`config.mk`:
```
export PLATFORM = sky130hd
export DESIGN_NAME = mtrap_unit
export DESIGN_NICKNAME = d
export VERILOG_FILES = /design/src/rtl/mtrap_pkg.sv /design/src/rtl/mtrap_irq_arb.sv /design/src/rtl/mtrap_vec_calc.sv /design/src/rtl/mtrap_csr_file.sv /design/src/rtl/mtrap_unit.sv
export SDC_FILE = /design/constraint.sdc
export NUM_CORES = 1
export LEC_CHECK = 0
export CORE_AREA = 2 2 120 152
export CTS_CLUSTER_DIAMETER = 100
export DETAILED_ROUTE_END_ITERATION = 10
export DIE_AREA = 0 0 122 154
export PLACE_DENSITY = 0.75
export SYNTH_ARGS = -nofsm -noshare
export SYNTH_HDL_FRONTEND = slang
export SYNTH_SLANG_ARGS = --single-unit
```
`constraint.sdc`:
```
create_clock -name clk_i -period 12.6 [get_ports clk_i]
set_clock_uncertainty 0.2 [all_clocks]
set_input_delay 2.52 -clock clk_i [delete_from_list [all_inputs] [get_ports clk_i]]
set_output_delay 2.52 -clock clk_i [all_outputs]
set_load 0.03 [all_outputs]
```
`src/rtl/mtrap_pkg.sv`:
```
package mtrap_pkg;
  localparam int XLEN   = 32;
  localparam int CODE_W = 4;
  localparam int ADDR_W = 12;

  typedef logic [XLEN-1:0]   word_t;
  typedef logic [CODE_W-1:0] code_t;

  localparam logic [ADDR_W-1:0] A_STATUS = 12'h300;
  localparam logic [ADDR_W-1:0] A_IEN    = 12'h304;
  localparam logic [ADDR_W-1:0] A_TVEC   = 12'h305;
  localparam logic [ADDR_W-1:0] A_EPC    = 12'h341;
  localparam logic [ADDR_W-1:0] A_CAUSE  = 12'h342;
  localparam logic [ADDR_W-1:0] A_TVAL   = 12'h343;
  localparam logic [ADDR_W-1:0] A_IPEND  = 12'h344;

  // status word layout
  localparam int B_GIE   = 3;
  localparam int B_PIE   = 7;
  localparam int B_PP_LO = 11;
  localparam int B_PP_HI = 12;

  // interrupt bit positions equal their cause codes
  localparam int B_SW  = 3;
  localparam int B_TMR = 7;
  localparam int B_EXT = 11;
  localparam word_t IRQ_MASK = word_t'((1 << B_SW) | (1 << B_TMR) | (1 << B_EXT));

  localparam code_t C_ILLEGAL   = 4'd2;
  localparam code_t C_BREAK     = 4'd3;
  localparam code_t C_LD_ALIGN  = 4'd4;
  localparam code_t C_LD_FAULT  = 4'd5;
  localparam code_t C_ST_ALIGN  = 4'd6;
  localparam code_t C_ST_FAULT  = 4'd7;
  localparam code_t C_CALL_U    = 4'd8;
  localparam code_t C_CALL_M    = 4'd11;

  localparam logic [1:0] PRIV_U = 2'b00;
  localparam logic [1:0] PRIV_M = 2'b11;
  localparam logic [1:0] TV_DIRECT = 2'b00;
  localparam logic [1:0] TV_VECTOR = 2'b01;

  typedef enum logic [1:0] {
    OP_READ  = 2'b00,
    OP_WRITE = 2'b01,
    OP_SET   = 2'b10,
    OP_CLEAR = 2'b11
  } csr_op_e;

  function automatic word_t csr_apply(csr_op_e op, word_t cur, word_t opnd);
    case (op)
      OP_WRITE: return opnd;
      OP_SET:   return cur | opnd;
      OP_CLEAR: return cur & ~opnd;
      default:  return cur;
    endcase
  endfunction
endpackage

```
`src/rtl/mtrap_irq_arb.sv`:
```
module mtrap_irq_arb #(
  parameter int N_SRC = 3
) (
  input  logic [N_SRC-1:0] req_i,  // index 0 has highest priority
  output logic [N_SRC-1:0] gnt_o,
  output logic             any_o
);
  logic [N_SRC:0] blocked;
  assign blocked[0] = 1'b0;

  for (genvar i = 0; i < N_SRC; i++) begin : g_pri
    assign gnt_o[i]       = req_i[i] & ~blocked[i];
    assign blocked[i + 1] = blocked[i] | req_i[i];
  end

  assign any_o = blocked[N_SRC];
endmodule

```
`src/rtl/mtrap_vec_calc.sv`:
```
module mtrap_vec_calc
  import mtrap_pkg::*;
(
  input  word_t tvec_i,
  input  logic  is_irq_i,
  input  code_t code_i,
  output word_t target_o
);
  word_t base;
  word_t offs;

  assign base = {tvec_i[XLEN-1:2], 2'b00};
  assign offs = word_t'(code_i) << 2;
  assign target_o = (is_irq_i && tvec_i[1:0] == TV_VECTOR) ? base + offs : base;
endmodule

```
`src/rtl/mtrap_csr_file.sv`:
```
module mtrap_csr_file
  import mtrap_pkg::*;
#(
  parameter word_t RESET_VEC = 32'h0000_0100
) (
  input  logic              clk_i,
  input  logic              rst_ni,
  input  logic              trap_i,
  input  logic              trap_irq_i,
  input  code_t             trap_code_i,
  input  word_t             trap_pc_i,
  input  word_t             trap_tval_i,
  input  logic              ret_i,
  input  logic              wr_i,
  input  csr_op_e           op_i,
  input  logic [ADDR_W-1:0] addr_i,
  input  word_t             wdata_i,
  input  word_t             ipend_i,
  output word_t             rdata_o,
  output logic              gie_o,
  output logic              pie_o,
  output logic [1:0]        pp_o,
  output logic              priv_m_o,
  output word_t             ien_o,
  output word_t             tvec_o,
  output word_t             epc_o
);
  logic       priv_m_q, gie_q, pie_q;
  logic [1:0] pp_q;
  word_t      ien_q, tvec_q, epc_q, tval_q;
  logic       cause_irq_q;
  code_t      cause_code_q;

  word_t status_rd, cause_rd, wr_val;

  always_comb begin
    status_rd = '0;
    status_rd[B_GIE] = gie_q;
    status_rd[B_PIE] = pie_q;
    status_rd[B_PP_HI:B_PP_LO] = pp_q;
    cause_rd = word_t'(cause_code_q);
    cause_rd[XLEN-1] = cause_irq_q;
  end

  always_comb begin
    case (addr_i)
      A_STATUS: rdata_o = status_rd;
      A_IEN:    rdata_o = ien_q;
      A_TVEC:   rdata_o = tvec_q;
      A_EPC:    rdata_o = epc_q;
      A_CAUSE:  rdata_o = cause_rd;
      A_TVAL:   rdata_o = tval_q;
      A_IPEND:  rdata_o = ipend_i;
      default:  rdata_o = '0;
    endcase
  end

  assign wr_val = csr_apply(op_i, rdata_o, wdata_i);

  always_ff @(posedge clk_i or negedge rst_ni) begin
    if (!rst_ni) begin
      priv_m_q     <= 1'b1;
      gie_q        <= 1'b0;
      pie_q        <= 1'b0;
      pp_q         <= PRIV_M;
      ien_q        <= '0;
      tvec_q       <= RESET_VEC;
      epc_q        <= '0;
      tval_q       <= '0;
      cause_irq_q  <= 1'b0;
      cause_code_q <= '0;
    end else if (trap_i) begin
      pie_q        <= gie_q;
      gie_q        <= 1'b0;
      pp_q         <= priv_m_q ? PRIV_M : PRIV_U;
      priv_m_q     <= 1'b1;
      epc_q        <= {trap_pc_i[XLEN-1:2], 2'b00};
      cause_irq_q  <= trap_irq_i;
      cause_code_q <= trap_code_i;
      tval_q       <= trap_tval_i;
    end else if (ret_i) begin
      priv_m_q <= (pp_q == PRIV_M);
      gie_q    <= pie_q;
      pie_q    <= 1'b1;
      pp_q     <= PRIV_U;
    end else if (wr_i && op_i != OP_READ) begin
      case (addr_i)
        A_STATUS: begin
          gie_q <= wr_val[B_GIE];
          pie_q <= wr_val[B_PIE];
          pp_q  <= (wr_val[B_PP_HI:B_PP_LO] == PRIV_M) ? PRIV_M : PRIV_U;
        end
        A_IEN:   ien_q  <= wr_val & IRQ_MASK;
        A_TVEC:  tvec_q <= {wr_val[XLEN-1:2],
                            (wr_val[1:0] == TV_VECTOR) ? TV_VECTOR : TV_DIRECT};
        A_EPC:   epc_q  <= {wr_val[XLEN-1:2], 2'b00};
        A_CAUSE: begin
          cause_irq_q  <= wr_val[XLEN-1];
          cause_code_q <= wr_val[CODE_W-1:0];
        end
        A_TVAL:  tval_q <= wr_val;
        default: ;
      endcase
    end
  end

  assign gie_o    = gie_q;
  assign pie_o    = pie_q;
  assign pp_o     = pp_q;
  assign priv_m_o = priv_m_q;
  assign ien_o    = ien_q;
  assign tvec_o   = tvec_q;
  assign epc_o    = epc_q;
endmodule

```
`src/rtl/mtrap_unit.sv`:
```
module mtrap_unit
  import mtrap_pkg::*;
#(
  parameter logic [31:0] RESET_VEC = 32'h0000_0100
) (
  input  logic        clk_i,
  input  logic        rst_ni,
  input  logic [31:0] instr_pc_i,
  input  logic        exc_valid_i,
  input  logic [3:0]  exc_code_i,
  input  logic [31:0] exc_tval_i,
  input  logic        mret_i,
  input  logic        csr_en_i,
  input  logic [1:0]  csr_op_i,
  input  logic [11:0] csr_addr_i,
  input  logic [31:0] csr_wdata_i,
  output logic [31:0] csr_rdata_o,
  input  logic        irq_sw_i,
  input  logic        irq_timer_i,
  input  logic        irq_ext_i,
  output logic        redirect_o,
  output logic [31:0] redirect_pc_o,
  output logic        priv_m_o
);
  localparam int IRQ_N = 3;
  localparam int IRQ_POS [IRQ_N] = '{B_EXT, B_SW, B_TMR};  // priority order

  logic       gie, pie, priv_m;
  logic [1:0] pp;
  word_t      mie_en, mip, tvec, epc, vec_target;
  logic [IRQ_N-1:0] irq_req, irq_gnt;
  logic       irq_any, irq_take, sync_exc, trap, mret_do, csr_we;
  code_t      irq_code, trap_code;
  word_t      trap_tval;

  always_comb begin
    mip = '0;
    mip[B_SW]  = irq_sw_i;
    mip[B_TMR] = irq_timer_i;
    mip[B_EXT] = irq_ext_i;
  end

  for (genvar i = 0; i < IRQ_N; i++) begin : g_req
    assign irq_req[i] = gie & mie_en[IRQ_POS[i]] & mip[IRQ_POS[i]];
  end

  mtrap_irq_arb #(.N_SRC(IRQ_N)) u_arb (
    .req_i (irq_req),
    .gnt_o (irq_gnt),
    .any_o (irq_any)
  );

  always_comb begin
    irq_code = '0;
    for (int i = 0; i < IRQ_N; i++)
      if (irq_gnt[i]) irq_code = irq_code | code_t'(IRQ_POS[i]);
  end

  // synchronous faults win over interrupts; an interrupt preempts mret and csr access
  assign sync_exc  = exc_valid_i | (~priv_m & (mret_i | csr_en_i));
  assign irq_take  = irq_any & ~sync_exc;
  assign trap      = sync_exc | irq_take;
  assign trap_code = exc_valid_i ? exc_code_i : (sync_exc ? C_ILLEGAL : irq_code);
  assign trap_tval = exc_valid_i ? exc_tval_i : '0;
  assign mret_do   = mret_i & priv_m & ~trap;
  assign csr_we    = csr_en_i & priv_m & ~trap;

  mtrap_vec_calc u_vec (
    .tvec_i   (tvec),
    .is_irq_i (irq_take),
    .code_i   (trap_code),
    .target_o (vec_target)
  );

  mtrap_csr_file #(.RESET_VEC(RESET_VEC)) u_regs (
    .clk_i       (clk_i),
    .rst_ni      (rst_ni),
    .trap_i      (trap),
    .trap_irq_i  (irq_take),
    .trap_code_i (trap_code),
    .trap_pc_i   (instr_pc_i),
    .trap_tval_i (trap_tval),
    .ret_i       (mret_do),
    .wr_i        (csr_we),
    .op_i        (csr_op_e'(csr_op_i)),
    .addr_i      (csr_addr_i),
    .wdata_i     (csr_wdata_i),
    .ipend_i     (mip),
    .rdata_o     (csr_rdata_o),
    .gie_o       (gie),
    .pie_o       (pie),
    .pp_o        (pp),
    .priv_m_o    (priv_m),
    .ien_o       (mie_en),
    .tvec_o      (tvec),
    .epc_o       (epc)
  );

  assign redirect_o    = trap | mret_do;
  assign redirect_pc_o = trap ? vec_target : epc;
  assign priv_m_o      = priv_m;
endmodule

```
==> results by group <==
CTS
  • Clk Latency, worst-skew pair: between 0.3 and 0.4 ns
  • Hold_buf cts: 0
  • Cts repair resizes: 0
  • CTS clk-pin slew, worst paths: approximately 0.070 ns
  • TritonCTS clock tree: yes
  • Clk sinks: ~110
  • Clock root cell: clkbuf_16
  • Inserted Clock Buffers: 9
  • CTS max path bufs: 2
  • H-Tree Depth: 3
  • Post-CTS Setup Bufs: 0

Routing
  • Post-route antenna net violation count: 0
  • Drt wl/cell: around 22 um
  • Initial DRC count: approximately 960
  • Final wirelength: around 30 mm
  • Vias per cell: between 6 and 7
  • DRT Pass-1 Iters: 8
  • Via count: approximately 9000
  • Number of remaining DRC errors: 0

Pwr
  • Clock Power Share: 33.4%
  • Combinational power share: 25.0%
  • Peak supply drop: just over 0.07 mV
  • Sw frac: a little under a third
  • PD cells: roughly 92 nW/um2
  • Internal Pwr Total: ~0.00064 W
  • Sw Pwr: 0.000295 W
  • Sequential share of power: 41.6%
  • Leakage power: 4.04 nW

Floorplan
  • Die width: around 120 um
  • Die Area: 18800 um2
  • Effective utilization at floorplan: approximately 46%
  • # IOs: between 150 and 200
  • Row count: 54
  • Die Ht: roughly 150 um
  • Core area: 17200 um2

Status
  • Outcome: finished, final reports clean

Setup path
  • Cell mode on critical path: clkdlybuf4s50_1
  • Critical Path AT: between 7 and 8 ns
  • FF-to-FF path depth: 7
  • CP bufs+invs: 3
  • Worst-path fanout max: 66
  • Reg2reg start: u_regs.gie_o
  • Critical-path cell list: clkdlybuf4s50_1 > a22o_1 > a21o_4 > nor3_2 > buf_4 > nor2_1 > ha_1 > a21o_1 > a21oi_1 > o21a_1 > or4b_4 > or4_1 > a31oi_1 > clkdlybuf4s50_1
  • Crit Reg-Reg Endpoint: u_regs.tvec_o[12]
  • Slowest cell on crit path: clkdlybuf4s50_1
  • Critical Path Max Stage Delay: 0.73 ns
  • Top Family by Delay on Critical Path: buffers and inverters
  • CP Launch Type: input pin
  • WP data required: approximately 9.9 ns
  • CP endpoint kind: output port
  • Critical setup path kind: input pin to output port
  • R2R setup slack: 9.08 ns

Placed design
  • Post-DP Area: 9820 um2
  • Port Buf Inserts: ~180
  • RePlAce Congestion: between 0.9 and 1
  • Detail Placement HPWL: between 20 and 25 mm

Synthesis
  • Mapped Cells: 1013
  • Main synth FF type: dfrtp_1
  • EDFF count, synth: 0
  • Yosys reg bits: between 100 and 150
  • Post-synthesis sequential area ratio: between 30 and 40%
  • Synth cell types: 76
  • Syn Std Cell Area: approximately 7900 um2
  • Yosys warning count: 0
  • Mapped Avg Cell Area: roughly 7.7 um2
  • Asr flop ratio synth: 100%

Hold path
  • Worst hold start: u_regs.cause_code_q[3]
  • Hold WC Path Type: flop to flop
  • Hold path depth: 2
  • Worst Hold End: u_regs.cause_code_q[3]

Final layout
  • Nets: around 1300
  • Area grow syn2layout: 29.0%
  • Antenna diodes: 0
  • Design area: ~10000 um2
  • Layout cells sized above 1: approximately 8.7%
  • Most frequent cells in the layout: 180 x clkdlybuf4s50_1, 178 x nand2_1, 149 x o21ai_0
  • Most common cell after layout, fill and taps aside: clkdlybuf4s50_1

Global route
  • Grt ovf: 0
  • GRT Resource Usage Total: between 30% and 40%
  • Antenna violations before repair: 0
  • Vias in the first global route: about 8600
  • First-pass GRT wire length: between 40 and 50 mm
  • Largest net degree at the start of global routing: 74

Timing
  • Total negative setup slack: 0 ns
  • Fin crit period: between 10 and 15 ns
  • Unrepaired setup endpoints after global routing: false
  • Fin crit share: between 70% and 80%
  • Final Max Tran Viols: 0
  • Count of final setup violators: 0
  • Fmax: 0.0998 GHz
  • Headroom to the max-slew limit: 26.1%
  • Hold violation total from the final report: 0
  • Worst-Margin Slew: 1.11 ns

Job
  • # Max-Cap Violations: 0
[per-layer routing]
| metal | vias to the layer above | global-route usage (%) | wire length, um |
|---|---|---|---|
| li1 | 3980 | - | - |
| met1 | 4165 | 40.6 | 11500 |
| met2 | 536 | 52.4 | 14400 |
| met3 | 116 | 3.93 | 2470 |
| met4 | 0 | 17.3 | 1640 |
| met5 | - | 0 | 0 |
[flip-flops by register name (all words and copies together) (netlist names)]
register and count:
u_regs.priv_m_o 1, u_regs.pp_o 1, u_regs.tval_q 32, u_regs.ien_o 3, u_regs.cause_irq_q 1, u_regs.epc_o 30, u_regs.cause_code_q 4, u_regs.gie_o 1
u_regs.pie_o 1, u_regs.tvec_o 31
[worst max-delay path by stage]
stage	startpoint	endpoint	slack, ns	depth (start not counted)
final	irq_ext_i	redirect_pc_o[31]	2.58	14
after global routing	irq_ext_i	redirect_pc_o[31]	2.40	14
after global placement	irq_ext_i	redirect_pc_o[31]	2.67	14
after detailed placement	irq_ext_i	redirect_pc_o[31]	2.66	14
after CTS	irq_ext_i	redirect_pc_o[31]	2.65	14
after floorplan	irq_ext_i	redirect_pc_o[29]	3.71	14
[cell families (layout without fill, tap and decap cells)]
kind of cell	count (synthesis)	after routing	synth area share, %
AO/OA/AOI/OAI	352	352	28.0
XOR/XNOR	25	25	2.79
adder cells (fa/ha/maj)	5	5	0.893
buffers and inverters	114	259	5.91
flip-flops	105	105	33.5
multiplexers	37	37	5.15
other	1	2	0.0478
AND/OR/NAND/NOR	374	374	23.7
[metrics by stage]
| stage | hold WS, ns | worst slack (ns) | power (W) | utilization, % | instances |
|---|---|---|---|---|---|
| after detailed placement | 0.292 | 2.66 | 0.000622 | 57.0 | 1369 |
| after global placement | 0.285 | 2.67 | 0.000618 | 57.0 | 1369 |
| final | 0.309 | 2.58 | 0.000931 | 58.8 | 1383 |
| after CTS | 0.308 | 2.65 | 0.000927 | 58.8 | 1383 |
| after global routing | 0.359 | 2.40 | 0.000962 | 58.8 | 1383 |
| after floorplan | 0.267 | 3.71 | 0.000511 | - | 1014 |
[synthesized netlist by cell type (3+ instances only)]
cell type / number / share of area [%]
a211o_1: 3 / 0.33
a21oi_1: 46 / 2.9
a222oi_1: 9 / 1.1
a22oi_1: 39 / 3.7
a31oi_1: 38 / 3.0
a32o_1: 10 / 1.3
a32oi_1: 16 / 1.8
and2_1: 19 / 1.5
and3_1: 9 / 0.72
and3_2: 3 / 0.29
buf_1: 9 / 0.43
buf_2: 10 / 0.64
buf_4: 4 / 0.38
clkbuf_1: 45 / 2.2
dfrtp_1: 102 / 33
dfstp_2: 3 / 1.0
ha_1: 4 / 0.64
inv_1: 44 / 2.1
mux2_2: 27 / 3.9
mux2i_1: 10 / 1.3
nand2_1: 179 / 8.6
nand2b_1: 3 / 0.24
nand3_1: 36 / 2.3
nand4_1: 13 / 1.0
nor2_1: 47 / 2.2
nor2b_1: 3 / 0.24
nor3_1: 12 / 0.77
o211ai_1: 12 / 1.1
o21a_1: 3 / 0.29
o21ai_0: 149 / 9.5
o22ai_1: 3 / 0.24
o31ai_1: 7 / 0.67
or2_2: 12 / 0.96
or3_1: 8 / 0.64
or4_1: 5 / 0.48
xnor2_1: 16 / 1.8
xor2_1: 9 / 1.0
[power by group through the flow]
stage          Combinational [W]  Sequential, W  Clock [W]
2_1_floorplan           0.000126       0.000385          0
3_3_place_gp            0.000226       0.000392          0
3_5_place_dp            0.000230       0.000392          0
4_1_cts                 0.000231       0.000386   0.000310
5_1_grt                 0.000252       0.000390   0.000320
6_report                0.000233       0.000387   0.000311
[layout make-up]
class                           instances  area, um2
Multi-Input combinational cell        795       4790
Fill cell                            1587       7100
Clock buffer                            9        225
Clock inverter                          5       81.3
Sequential cell                       105       2630
Inverter                               44        165
Timing Repair Buffer                  201       1950
Tap cell                              224        280
[worst register-to-register path, stage by stage, from the launching register on]
cell,delay [ns]
dfrtp_1,0.50
and3_2,0.30
a21o_4,0.23
nor3_2,0.10
buf_4,0.57
nand3_1,0.70
buf_4,0.48
mux2_2,0.32
Note: power is estimated with default switching activity, not from simulation.
